==> config.mk <==
export PLATFORM = sky130hd
export DESIGN_NAME = fdc_xfer_fifo
export DESIGN_NICKNAME = d
export VERILOG_FILES = /design/src/rtl/fdc_fifo_pkg.sv /design/src/rtl/fdc_fifo_cfg.sv /design/src/rtl/fdc_fifo_store.sv /design/src/rtl/fdc_fifo_pacer.sv /design/src/rtl/fdc_xfer_fifo.sv
export SDC_FILE = /design/constraint.sdc
export NUM_CORES = 1
export LEC_CHECK = 0
export BUFFER_PORTS_ARGS = -buffer_cell sky130_fd_sc_hd__buf_2
export CELL_PAD_IN_SITES_DETAIL_PLACEMENT = 1
export CELL_PAD_IN_SITES_GLOBAL_PLACEMENT = 2
export CORE_MARGIN = 4
export CORE_UTILIZATION = 45
export DETAILED_ROUTE_END_ITERATION = 16
export PLACE_DENSITY_LB_ADDON = 0.2
export SYNTH_ARGS = -nofsm -noshare
export SYNTH_HDL_FRONTEND = slang
export SYNTH_SLANG_ARGS = --single-unit
==> constraint.sdc <==
create_clock -name clk -period 3.87 [get_ports clk]
set_input_delay 0.5805 -clock clk [delete_from_list [all_inputs] [get_ports clk]]
set_output_delay 0.5805 -clock clk [all_outputs]
set_load 0.05 [all_outputs]
==> src/rtl/fdc_fifo_pkg.sv <==
package fdc_fifo_pkg;
   typedef enum logic [1:0] {
      PS_IDLE   = 2'd0,
      PS_ACTIVE = 2'd1,
      PS_GAP    = 2'd2
   } pace_t;

   // Nanoseconds to clock cycles, rounded up.
   function automatic int ns_to_cycles(input int ns, input int mhz);
      return (ns * mhz + 999) / 1000;
   endfunction
endpackage

==> src/rtl/fdc_fifo_cfg.sv <==
module fdc_fifo_cfg #(
   parameter int AW = 4
) (
   input  logic          clk,
   input  logic          rst_n,
   input  logic          sw_rst,
   input  logic          cfg_we,
   input  logic          cfg_en,
   input  logic [AW-1:0] cfg_thr,
   input  logic          lock_we,
   input  logic          lock_val,
   output logic          en_q,
   output logic          lock_q,
   output logic [AW-1:0] thr_code_q
);
   always_ff @(posedge clk or negedge rst_n) begin
      if (!rst_n) begin
         en_q       <= 1'b0;
         lock_q     <= 1'b0;
         thr_code_q <= '0;
      end else begin
         if (sw_rst && !lock_q) en_q <= 1'b0;
         if (cfg_we) begin
            en_q       <= cfg_en;
            thr_code_q <= cfg_thr;
         end
         if (lock_we) lock_q <= lock_val;
      end
   end
endmodule

==> src/rtl/fdc_fifo_store.sv <==
module fdc_fifo_store #(
   parameter int DW    = 8,
   parameter int DEPTH = 16,
   parameter int AW    = $clog2(DEPTH),
   parameter int CW    = $clog2(DEPTH + 1)
) (
   input  logic          clk,
   input  logic          rst_n,
   input  logic          flush,
   input  logic [CW-1:0] cap,
   input  logic          push,
   input  logic [DW-1:0] wdata,
   input  logic          pop,
   output logic [DW-1:0] rdata,
   output logic [CW-1:0] level,
   output logic          push_ok,
   output logic          pop_ok,
   output logic          ovr_q,
   output logic          und_q
);
   logic [DW-1:0] mem [DEPTH];
   logic [AW-1:0] wptr, rptr;

   assign push_ok = push && (level < cap);
   assign pop_ok  = pop && (level != '0);
   assign rdata   = mem[rptr];

   always_ff @(posedge clk) begin
      if (push_ok) mem[wptr] <= wdata;
   end

   always_ff @(posedge clk or negedge rst_n) begin
      if (!rst_n) begin
         wptr  <= '0;
         rptr  <= '0;
         level <= '0;
         ovr_q <= 1'b0;
         und_q <= 1'b0;
      end else if (flush) begin
         wptr  <= '0;
         rptr  <= '0;
         level <= '0;
         ovr_q <= 1'b0;
         und_q <= 1'b0;
      end else begin
         if (push_ok) wptr <= wptr + 1'b1;
         if (pop_ok)  rptr <= rptr + 1'b1;
         level <= level + CW'(push_ok) - CW'(pop_ok);
         if (push && !push_ok) ovr_q <= 1'b1;
         if (pop && !pop_ok)   und_q <= 1'b1;
      end
   end
endmodule

==> src/rtl/fdc_fifo_pacer.sv <==
module fdc_fifo_pacer
   import fdc_fifo_pkg::*;
#(
   parameter int CW      = 5,
   parameter int GAP_CYC = 9,
   parameter int GW      = $clog2(GAP_CYC + 1)
) (
   input  logic          clk,
   input  logic          rst_n,
   input  logic          flush,
   input  logic          cond,
   input  logic          host_acc,
   input  logic          burst,
   input  logic [CW-1:0] thr_eff,
   output logic          req
);
   pace_t         st;
   logic [CW-1:0] rem;
   logic [GW-1:0] gcnt;

   assign req = (st == PS_ACTIVE);

   always_ff @(posedge clk or negedge rst_n) begin
      if (!rst_n) begin
         st   <= PS_IDLE;
         rem  <= '0;
         gcnt <= '0;
      end else if (flush) begin
         st   <= PS_IDLE;
         rem  <= '0;
         gcnt <= '0;
      end else begin
         unique case (st)
            PS_IDLE: if (cond) begin
               st  <= PS_ACTIVE;
               rem <= thr_eff;
            end
            PS_ACTIVE: if (host_acc) begin
               rem <= rem - 1'b1;
               if (burst) begin
                  if (rem == CW'(1)) st <= PS_IDLE;
               end else begin
                  st   <= PS_GAP;
                  gcnt <= GW'(GAP_CYC);
               end
            end
            PS_GAP: begin
               gcnt <= gcnt - 1'b1;
               if (gcnt == GW'(1)) st <= (rem == '0) ? PS_IDLE : PS_ACTIVE;
            end
            default: st <= PS_IDLE;
         endcase
      end
   end
endmodule

==> src/rtl/fdc_xfer_fifo.sv <==
module fdc_xfer_fifo
   import fdc_fifo_pkg::*;
#(
   parameter int  DW      = 8,
   parameter int  DEPTH   = 16,
   parameter int  CLK_MHZ = 24,
   parameter int  GAP_NS  = 350,
   localparam int AW      = $clog2(DEPTH),
   localparam int CW      = $clog2(DEPTH + 1)
) (
   input  logic          clk,
   input  logic          rst_n,
   input  logic          sw_rst,
   input  logic          cfg_we,
   input  logic          cfg_en,
   input  logic [AW-1:0] cfg_thr,
   input  logic          lock_we,
   input  logic          lock_val,
   input  logic          burst_mode,
   input  logic          exec_phase,
   input  logic          dir_read,
   input  logic          prod_push,
   input  logic [DW-1:0] prod_data,
   input  logic          cons_pop,
   output logic [DW-1:0] cons_data,
   output logic          xfer_req,
   output logic          fifo_on,
   output logic [CW-1:0] fill_lvl,
   output logic          overrun,
   output logic          underrun
);
   localparam int GAP_CYC = ns_to_cycles(GAP_NS, CLK_MHZ);

   if (DEPTH < 2 || (1 << AW) != DEPTH) begin : g_bad_depth
      $error("DEPTH must be a power of two of at least 2");
   end
   if (GAP_CYC < 1) begin : g_bad_gap
      $error("gap must span at least one cycle");
   end

   logic          lock_q;
   logic [AW-1:0] thr_code;
   logic          bypass;
   logic [CW-1:0] cap, thr_eff, free_lvl;
   logic          push_ok, pop_ok, host_acc, cond;

   fdc_fifo_cfg #(.AW(AW)) u_cfg (
      .clk(clk), .rst_n(rst_n), .sw_rst(sw_rst),
      .cfg_we(cfg_we), .cfg_en(cfg_en), .cfg_thr(cfg_thr),
      .lock_we(lock_we), .lock_val(lock_val),
      .en_q(fifo_on), .lock_q(lock_q), .thr_code_q(thr_code)
   );

   assign bypass   = !(exec_phase && fifo_on);
   assign cap      = bypass ? CW'(1) : CW'(DEPTH);
   assign thr_eff  = bypass ? CW'(1) : (CW'(thr_code) + CW'(1));
   assign free_lvl = (fill_lvl >= cap) ? '0 : (cap - fill_lvl);
   assign cond     = dir_read ? (fill_lvl >= thr_eff) : (free_lvl >= thr_eff);
   assign host_acc = dir_read ? pop_ok : push_ok;

   fdc_fifo_store #(.DW(DW), .DEPTH(DEPTH), .AW(AW), .CW(CW)) u_store (
      .clk(clk), .rst_n(rst_n), .flush(sw_rst), .cap(cap),
      .push(prod_push), .wdata(prod_data), .pop(cons_pop), .rdata(cons_data),
      .level(fill_lvl), .push_ok(push_ok), .pop_ok(pop_ok),
      .ovr_q(overrun), .und_q(underrun)
   );

   fdc_fifo_pacer #(.CW(CW), .GAP_CYC(GAP_CYC)) u_pacer (
      .clk(clk), .rst_n(rst_n), .flush(sw_rst), .cond(cond),
      .host_acc(host_acc), .burst(burst_mode), .thr_eff(thr_eff),
      .req(xfer_req)
   );
endmodule

==> results.yml, run 1 <==
synth:
  synth_cells: 443
  syn_area_um2: 7220
  synth-seq-cells: 160
  synthFlopType: "edfxtp_1"
  ys_types: 52
  avgSynthCellArea_um2: 16.3
  async_reset_ff_share_pct: 20.0
  ys_warn_count: 0
  synth_edf_count: 128
  synth_nets: 499
  ys_seq_area_share_pct: 64.3
critical_path:
  r2r_start: "u_store.level[3]$_DFF_PN0_"
  r2r_cells: 12
  start_kind: "flip-flop"
  regToRegEndpoint: "u_store.level[4]$_DFF_PN0_"
  critPathKind: "reg -> reg"
  crit_buf_inv: 2
  path_cells: "inv_1 -> ha_1 -> nor4b_1 -> nor2b_1 -> ha_1 -> inv_1 -> ha_1 -> fa_1 -> a21oi_1 -> nor2_1 -> or3_1 -> a21oi_1"
  critPathMaxStageDelay_ns: 0.61
  cp_top_family: "simple AND/OR/NAND/NOR gates"
  endpoint_kind: "flip-flop"
  cp_common_cell: "ha_1"
  cp.arrival_ns: 3.88
  critPathSlowestCell: "nor4b_1"
  r2r_slack_ns: 0.32
  crit_fanout: 5
  required_ns: 4.20
global_route:
  grt_pass1_vias: 4322
  grt_usage_pct: 18.7
  gr-total-overflow: 0
  antenna_found_initial: 0
  grt_max_degree: 36
  grt_pass1_wl_um: 25300
drt:
  first_pass_iters: 4
  drt_iter0_drc: 255
  wirelength_um: 15800
  routedWlPerCell_um: 22.0
  drc: 0
  antenna_left: 0
  viasPerCell: 5.40
  num_vias: 3880
sta:
  fin_worst_skew_ns: 0.0199
  rsz0062_at_grt: "false"
  max_freq_mhz: 281
  fin_crit_sh_pct: 91.9
  setup_violations: 0
  hold_ws_ns: 0.254
  slew_viol_final: 0
  finalHoldViolations: 0
  slew_headroom_pct: 46.3
  period_needed_ns: 3.55
  tightest_slew_ns: 0.806
  setup_tns_ns: 0
cells_and_area:
  drive_above_1_share_pct: 25.4
  area_growth_pct: 13.6
  nets: 546
  insertedDiodeCount: 0
  design_area_um2: 8200
die:
  fp-row-count: 46
  dieArea_um2: 18100
  core_um2: 15800
  io_pins: 41
  start_util_pct: 45.6
  die-width_um: 135
  die-height_um: 135
placed_design:
  post-dp-hpwl_um: 10600
  place_area_um2: 7640
  place.gp.congestion: 0.792
  port_buffers: 40
cts:
  numCtsBuffers: 17
  cts_tree: "done"
  clock_sink_count: 160
  post_cts_buffers: 0
  clk_latency_ns: 0.42
  htree_num_levels: 4
  hold_buffers: 0
  cts_resized: 0
  root_buffer: "clkbuf_16"
  path_clk_slew_ns: 0.07
  clockBufferDepth: 2
run:
  drv_cap: 0
hold_path:
  hp-class: "in -> async"
outcome:
  outcome: "completed"
power:
  ir_drop_uv: 377
  p_leak_uw: 0.00295
  powerDensity_nw_per_um2: 666
-- worst reg2reg max path: stages (launching register included) --
cell	delay, ns
dfrtp_1	0.46
inv_1	0.16
ha_1	0.23
nor4b_1	0.61
nor2b_1	0.30
ha_1	0.37
inv_1	0.04
ha_1	0.21
fa_1	0.41
a21oi_1	0.14
nor2_1	0.07
or3_1	0.34
a21oi_1	0.14
-- cells in the final DEF, fill, tap and decap left out, types with 2 or more instances in the layout --
cell type,Yosys,layout
a21o_1,3,3
a21oi_1,17,17
a31oi_1,2,2
and2_1,18,18
buf_2,3,40
buf_4,2,5
clkbuf_16,0,17
clkinv_1,0,4
clkinv_4,0,3
dfrtp_1,32,31
edfxtp_1,128,128
ha_1,31,31
inv_1,21,21
inv_6,0,4
mux2_2,5,5
mux4_2,40,40
nand2_1,19,19
nand2b_1,3,3
nand3_1,5,5
nand3b_1,2,2
nand4_1,3,3
nor2_1,27,27
nor2b_1,5,5
nor3_1,4,4
nor3b_1,2,2
o21ai_0,14,14
o31a_1,2,2
or3_1,3,3
or4_1,4,4
xnor2_1,5,5
xor2_1,9,9
-- cell families (layout without fill, tap and decap cells) --
logic type / Yosys count / after routing / synth area share [%]
flops: 160 / 160 / 64.3
buf+inv: 39 / 99 / 2.57
simple gates: 101 / 101 / 7.37
compound gates: 50 / 50 / 4.82
mux: 47 / 47 / 13.6
fa+ha+maj: 32 / 32 / 5.65
xor+xnor: 14 / 14 / 1.70
-- cell type report --
class                      count  area (um^2)
clock buffer                  17          425
clock inverter                15          135
fill                        1534         7630
inverter                      21         78.8
multi-input combinational    244         2390
sequential                   160         4650
tap                          216          270
timing repair buffer          46          258
-- sequential cells by signal, summed over array words and instances (netlist names), 2 cells and up --
| name | cells |
|---|---|
| u_store.mem | 128 |
| u_pacer.rem | 5 |
| u_store.level | 5 |
| u_cfg.thr_code_q | 4 |
| u_pacer.gcnt | 4 |
| u_store.rptr | 4 |
| u_store.wptr | 4 |
| u_pacer.st | 2 |
-- where the power goes --
| group | internal (uW) | switching [uW] | leakage, uW |
|---|---|---|---|
| Sequential | 1980 | 129 | 0.00157 |
| Combinational | 739 | 1030 | 0.00111 |
| Clock | 891 | 692 | 0.000271 |
| Total | 3610 | 1850 | 0.00295 |
-- per-layer routing --
metal	track usage, %	wire [um]	up-vias
met2	30.2	7860	68
met4	3.56	93	0
met3	4.21	725	8
met1	26.4	7120	1999
li1	-	-	1805
met5	0	0	-
-- stage by stage --
step           cells  utilization [%]  setup WS [ns]  total power (uW)
2_1_floorplan    443                -        0.00452              3470
3_3_place_gp     687             48.3          0.314              3890
3_5_place_dp     687             48.3          0.257              3920
4_1_cts          719             51.8          0.307              5530
5_1_grt          719             51.8         0.0330              5780
6_report         719             51.8          0.315              5460
-- cell usage after synthesis (3+ instances only) --
cell type  instances  area [um^2]
clkbuf_1           9         33.8
nor2_1            27          101
inv_1             21         78.8
xor2_1             9         78.8
nand2_1           19         71.3
ha_1              31          388
and2_1            18          113
nand3_1            5         25.0
nor2b_1            5         31.3
a21oi_1           17         85.1
xnor2_1            5         43.8
mux4_2            40          901
edfxtp_1         128         3840
nor3_1             4         20.0
o21ai_0           14         70.1
or3_1              3         18.8
nand4_1            3         18.8
buf_2              3         15.0
mux2_2             5         56.3
nand2b_1           3         18.8
a21o_1             3         22.5
dfrtp_1           32          801
or4_1              4         30.0
-- worst max path at each step --
stage,start,endpoint,slack [ns],cells after the start
after floorplan,u_cfg.en_q$_DFFE_PN0P_,u_pacer.st[0]$_DFFE_PN0P_,0.005,13
after global placement,u_store.level[3]$_DFF_PN0_,u_store.level[4]$_DFF_PN0_,0.31,12
after detailed placement,exec_phase,u_pacer.rem[1]$_DFFE_PN0P_,0.26,14
after CTS,u_store.level[3]$_DFF_PN0_,u_store.level[4]$_DFF_PN0_,0.31,12
after global routing,u_store.level[3]$_DFF_PN0_,u_store.level[4]$_DFF_PN0_,0.03,12
final,u_store.level[3]$_DFF_PN0_,u_store.level[4]$_DFF_PN0_,0.32,12
Note: power is estimated with default switching activity, not from simulation.
==> inputs of run 2 (changes only) <==
BUFFER_PORTS_ARGS = unset   (was -buffer_cell sky130_fd_sc_hd__buf_2)
DONT_BUFFER_PORTS = 1   (was unset)
==> run 2 against run 1 <==
Net effect: flip-flop and latch count is the same; setup slack lost 0.10 ns; die area is the same; non-clock buffer count shrank 33; largest power group unchanged; highest routed layer unchanged.
==> results.yml, run 2 (synthesis results as in run 1) <==
cts:
  cts_resized: 0
  numCtsBuffers: 17
  clockBufferDepth: 2
  root_buffer: "clkbuf_16"
  clk_latency_ns: 0.42
  post_cts_buffers: 0
  cts_tree: "done"
  clock_sink_count: 160
  path_clk_slew_ns: 0.07
  htree_num_levels: 4
cells_and_area:
  regMostFlops: "u_store.mem"
  drive_above_1_share_pct: 20.6
  layout_commonest_cell: "edfxtp_1"
  layout_common_cells: "128 x edfxtp_1, 40 x mux4_2, 31 x ha_1, 31 x dfrtp_1, 27 x nor2_1"
  insertedDiodeCount: 0
  top_regs: "u_store.mem: 128 flops, u_pacer.rem: 5 flops, u_store.level: 5 flops"
  utilization_pct: 51.4
  largest_reg_flops: 128
  design_area_um2: 8130
  nets: 513
  area_growth_pct: 12.7
sta:
  slew_viol_final: 0
  tightest_slew_ns: 0.796
  slew_headroom_pct: 46.9
  rsz0062_at_grt: "false"
  fin_worst_skew_ns: 0.00843
  fin_crit_sh_pct: 94.5
  finalHoldViolations: 0
  setup_tns_ns: 0
  period_needed_ns: 3.66
  setup_violations: 0
  max_freq_mhz: 274
  layout_setup_ws_ns: 0.214
die:
  start_util_pct: 45.6
  io_pins: 41
  fp-row-count: 46
  die-height_um: 135
  core_um2: 15800
  die-width_um: 135
  dieArea_um2: 18100
hold_path:
  hp-class: "in -> reg"
  whs_path_depth: 1
  min_from: "sw_rst"
global_route:
  grt_max_degree: 36
  antenna_found_initial: 0
  gr-total-overflow: 0
  grt_usage_pct: 19.1
  grt_pass1_vias: 4123
  grt_pass1_wl_um: 25300
power:
  p_leak_uw: 0.00286
  ir_drop_uv: 354
  finalPower_uw: 5570
  powerDensity_nw_per_um2: 685
drt:
  num_vias: 3812
  drt_iter0_drc: 269
  routedWlPerCell_um: 23.7
  wirelength_um: 16300
  first_pass_iters: 4
  viasPerCell: 5.56
  drc: 0
  antenna_left: 0
critical_path:
  cp.arrival_ns: 3.95
  cp_common_cell: "ha_1"
  path_cells: "inv_1 -> ha_1 -> and4bb_2 -> o21ai_0 -> nor2_1 -> ha_1 -> a211oi_2 -> a21oi_1 -> or4_4 -> o31ai_4 -> a311oi_2 -> mux2_1"
  startpoint: "u_store.level[1]$_DFF_PN0_"
  r2r_cells: 12
  endpoint_kind: "flip-flop"
  start_kind: "flip-flop"
  crit_fanout: 10
  r2r_start: "u_store.level[1]$_DFF_PN0_"
  critPathMaxStageDelay_ns: 0.65
  required_ns: 4.16
  critPathKind: "reg -> reg"
  critPathSlowestCell: "dfrtp_1"
placed_design:
  port_buffers: 0
  post-dp-hpwl_um: 10400
  place.gp.congestion: 0.792
  post-place-ws_ns: 0.131
  place_area_um2: 7480
outcome:
  outcome: "completed"
run:
  drv_cap: 0
run 2: changes by cell type in the layout (fill, tap and decap cells not counted), sizes merged:
cell,change
buf,-34
bufinv,+2
clkinv,-5
dlygate4sd3,+1
inv,+3
run 2: power by group:
| part | leakage (uW) | internal [uW] | switching [uW] |
|---|---|---|---|
| Sequential | 0.00157 | 1980 | 180 |
| Clock | 0.000305 | 1040 | 726 |
| Combinational | 0.000986 | 700 | 942 |
run 2: worst paths after layout:
check	to	slack (ns)
worst min-delay path	u_store.und_q$_DFFE_PN0P_	0.23
worst max register to register	u_pacer.st[0]$_DFFE_PN0P_	0.21
worst max-delay path	u_pacer.st[0]$_DFFE_PN0P_	0.21
min in group asynchronous	u_pacer.rem[2]$_DFFE_PN0P_	0.65
worst min register to register	u_cfg.lock_q$_DFFE_PN0P_	0.51
max in group asynchronous	u_store.rptr[0]$_DFFE_PN0P_	3.01
run 2: stage by stage:
step / hold slack [ns] / instances
2_1_floorplan: 0.285 / 443
5_1_grt: 0.209 / 686
4_1_cts: 0.204 / 686
3_3_place_gp: 0.286 / 652
6_report: 0.233 / 686
3_5_place_dp: 0.286 / 652
run 2: final cells by class:
class                           instances  area (um^2)
Multi-Input combinational cell        244         2390
Fill cell                            1492         7690
Clock buffer                           17          425
Inverter                               21         78.8
Sequential cell                       160         4650
Tap cell                              216          270
Clock inverter                         15          200
Timing Repair Buffer                   13          125
run 2: routing by layer:
metal	share of wire (%)	wire length, um	vias to the layer above	track usage, %
met5	0	0	-	0
met4	0.91	148	0	5.09
met3	5.1	829	11	3.76
met2	48	7840	77	29.8
met1	46	7430	1989	27.8
li1	-	-	1735	-
run 2: critical path: cells and delay by family (launching register included):
kind                     cells  cell delay, ns
flip-flops                   1            0.65
AO/OA/AOI/OAI                5            1.03
adder cells (fa/ha/maj)      2            0.57
AND/OR/NAND/NOR              3            0.79
buffers and inverters        1            0.15
multiplexers                 1            0.33
run 2: what timing repair did:
item                       4_1_cts  5_1_grt
hold buffers                     2        0
hold endpoints to repair        32        0
setup endpoints to repair        0        0
==> inputs of run 3 (changes only) <==
clock period = 4.18 ns   (was 3.87 ns; I/O delays follow)
==> run 3 against run 2 <==
Net effect: highest routed layer unchanged; hold slack lost 0.19 ns; critical endpoint unchanged; largest power group unchanged; register-to-register slack gained 0.19 ns; cell area is 0.74% lower.
==> results.yml, run 3 (synthesis results as in run 1) <==
critical_path:
  critPathMaxStageDelay_ns: 0.66
  critPathKind: "reg -> reg"
  start_kind: "flip-flop"
  endpoint: "u_pacer.st[0]$_DFFE_PN0P_"
  required_ns: 4.48
  cp_common_cell: "ha_1"
  critPathSlowestCell: "dfrtp_1"
  r2r_cells: 12
  crit_fanout: 10
  startpoint: "u_store.level[1]$_DFF_PN0_"
  r2r_slack_ns: 0.41
  path_cells: "inv_1 -> ha_1 -> and4bb_2 -> o21ai_0 -> nor2_1 -> ha_1 -> a211oi_2 -> a21oi_1 -> or4_4 -> o31ai_4 -> a311oi_2 -> mux2_1"
  cp.arrival_ns: 4.07
  endpoint_kind: "flip-flop"
  r2r_start: "u_store.level[1]$_DFF_PN0_"
  regToRegEndpoint: "u_pacer.st[0]$_DFFE_PN0P_"
power:
  p_leak_uw: 0.00283
  powerDensity_nw_per_um2: 626
  ir_drop_uv: 304
cts:
  clock_sink_count: 160
  cts_tree: "done"
  root_buffer: "clkbuf_16"
  post_cts_buffers: 0
  clockBufferDepth: 2
  clk_latency_ns: 0.42
  path_clk_slew_ns: 0.07
  htree_num_levels: 4
  numCtsBuffers: 17
die:
  die-height_um: 135
  start_util_pct: 45.6
  die-width_um: 135
  dieArea_um2: 18100
  io_pins: 41
  fp-row-count: 46
  core_um2: 15800
run:
  drv_cap: 0
cells_and_area:
  layout_common_cells: "128 x edfxtp_1, 40 x mux4_2, 31 x ha_1, 31 x dfrtp_1, 27 x nor2_1"
  drive_above_1_share_pct: 20.3
  layout_commonest_cell: "edfxtp_1"
  top_regs: "u_store.mem: 128 flops, u_pacer.rem: 5 flops, u_store.level: 5 flops"
  area_growth_pct: 11.9
  fillers: 1464
  regMostFlops: "u_store.mem"
  insertedDiodeCount: 0
  utilization_pct: 51.0
  largest_reg_flops: 128
  nets: 511
global_route:
  grt_pass1_vias: 4244
  antenna_found_initial: 0
  grt_pass1_wl_um: 25500
  grt_usage_pct: 19.2
  grt_max_degree: 36
  gr-total-overflow: 0
sta:
  slew_headroom_pct: 49.3
  tightest_slew_ns: 0.760
  period_needed_ns: 3.77
  rsz0062_at_grt: "false"
  finalHoldViolations: 0
  max_freq_mhz: 265
  fin_worst_skew_ns: 0.00852
  setup_tns_ns: 0
  setup_violations: 0
  slew_viol_final: 0
  fin_crit_sh_pct: 90.3
drt:
  wirelength_um: 16200
  num_vias: 3803
  antenna_left: 0
  drc: 0
  viasPerCell: 5.56
  drt_iter0_drc: 320
  first_pass_iters: 4
  routedWlPerCell_um: 23.7
hold_path:
  hp-class: "in -> async"
placed_design:
  post-dp-hpwl_um: 10400
  place.gp.congestion: 0.778
  port_buffers: 0
outcome:
  outcome: "completed"
==> run 3: repair_timing <==
item                       CTS  global route
gates resized for setup      0             0
hold endpoints to repair    32             0
hold buffers                 1             0
setup endpoints to repair    0             0
==> run 3: cell type report <==
cell class	instances	area (um^2)	share of cell area [%]
timing repair buffer	11	108	1.33
inverter	21	78.8	0.976
multi-input combinational	244	2390	29.6
sequential	160	4650	57.5
tap	216	270	3.35
clock inverter	14	154	1.91
clock buffer	18	429	5.32
==> run 3: how the worst min path moves through the flow <==
stage / startpoint / depth (start not counted) / endpoint
2_1_floorplan: rst_n / 0 / u_cfg.en_q$_DFFE_PN0P_
3_3_place_gp: rst_n / 0 / u_pacer.gcnt[0]$_DFFE_PN0P_
3_5_place_dp: rst_n / 0 / u_pacer.gcnt[1]$_DFFE_PN0P_
4_1_cts: rst_n / 1 / u_store.wptr[3]$_DFFE_PN0P_
5_1_grt: rst_n / 1 / u_cfg.thr_code_q[2]$_DFFE_PN0P_
6_report: rst_n / 1 / u_cfg.thr_code_q[2]$_DFFE_PN0P_
==> run 3: layer usage <==
metal	vias up	track usage (%)	share of wire, %
li1	1735	-	-
met1	1973	26.9	45
met2	85	30.1	49
met3	10	5.25	5.1
met4	0	4.92	0.73
met5	-	0	0
==> run 3: stage by stage <==
stage,setup WS [ns],total power [uW],cells,instance area (um^2),hold slack (ns)
after floorplan,0.315,3220,443,7220,0.331
after global placement,0.475,3510,651,7470,0.332
after detailed placement,0.362,3560,651,7470,0.332
after CTS,0.381,5120,684,8070,0.0272
after global routing,0.177,5360,684,8070,0.0294
final,0.405,5050,684,8070,0.0430
==> run 3: worst max-delay path: cells and delay by family, from the launching register on <==
family / cells / cell delay (ns)
muxes: 1 / 0.34
buffers and inverters: 1 / 0.21
adders and majority gates: 2 / 0.60
DFF: 1 / 0.66
and+or+nand+nor: 3 / 0.80
AOI/OAI and AO/OA: 5 / 1.05
==> run 3: report_power, final <==
part           leakage (uW)  switching, uW  internal (uW)  total (uW)
Sequential          0.00157            178           1830        2010
Clock              0.000285            645            890        1540
Combinational      0.000977            862            645        1510
Total               0.00283           1690           3370        5050
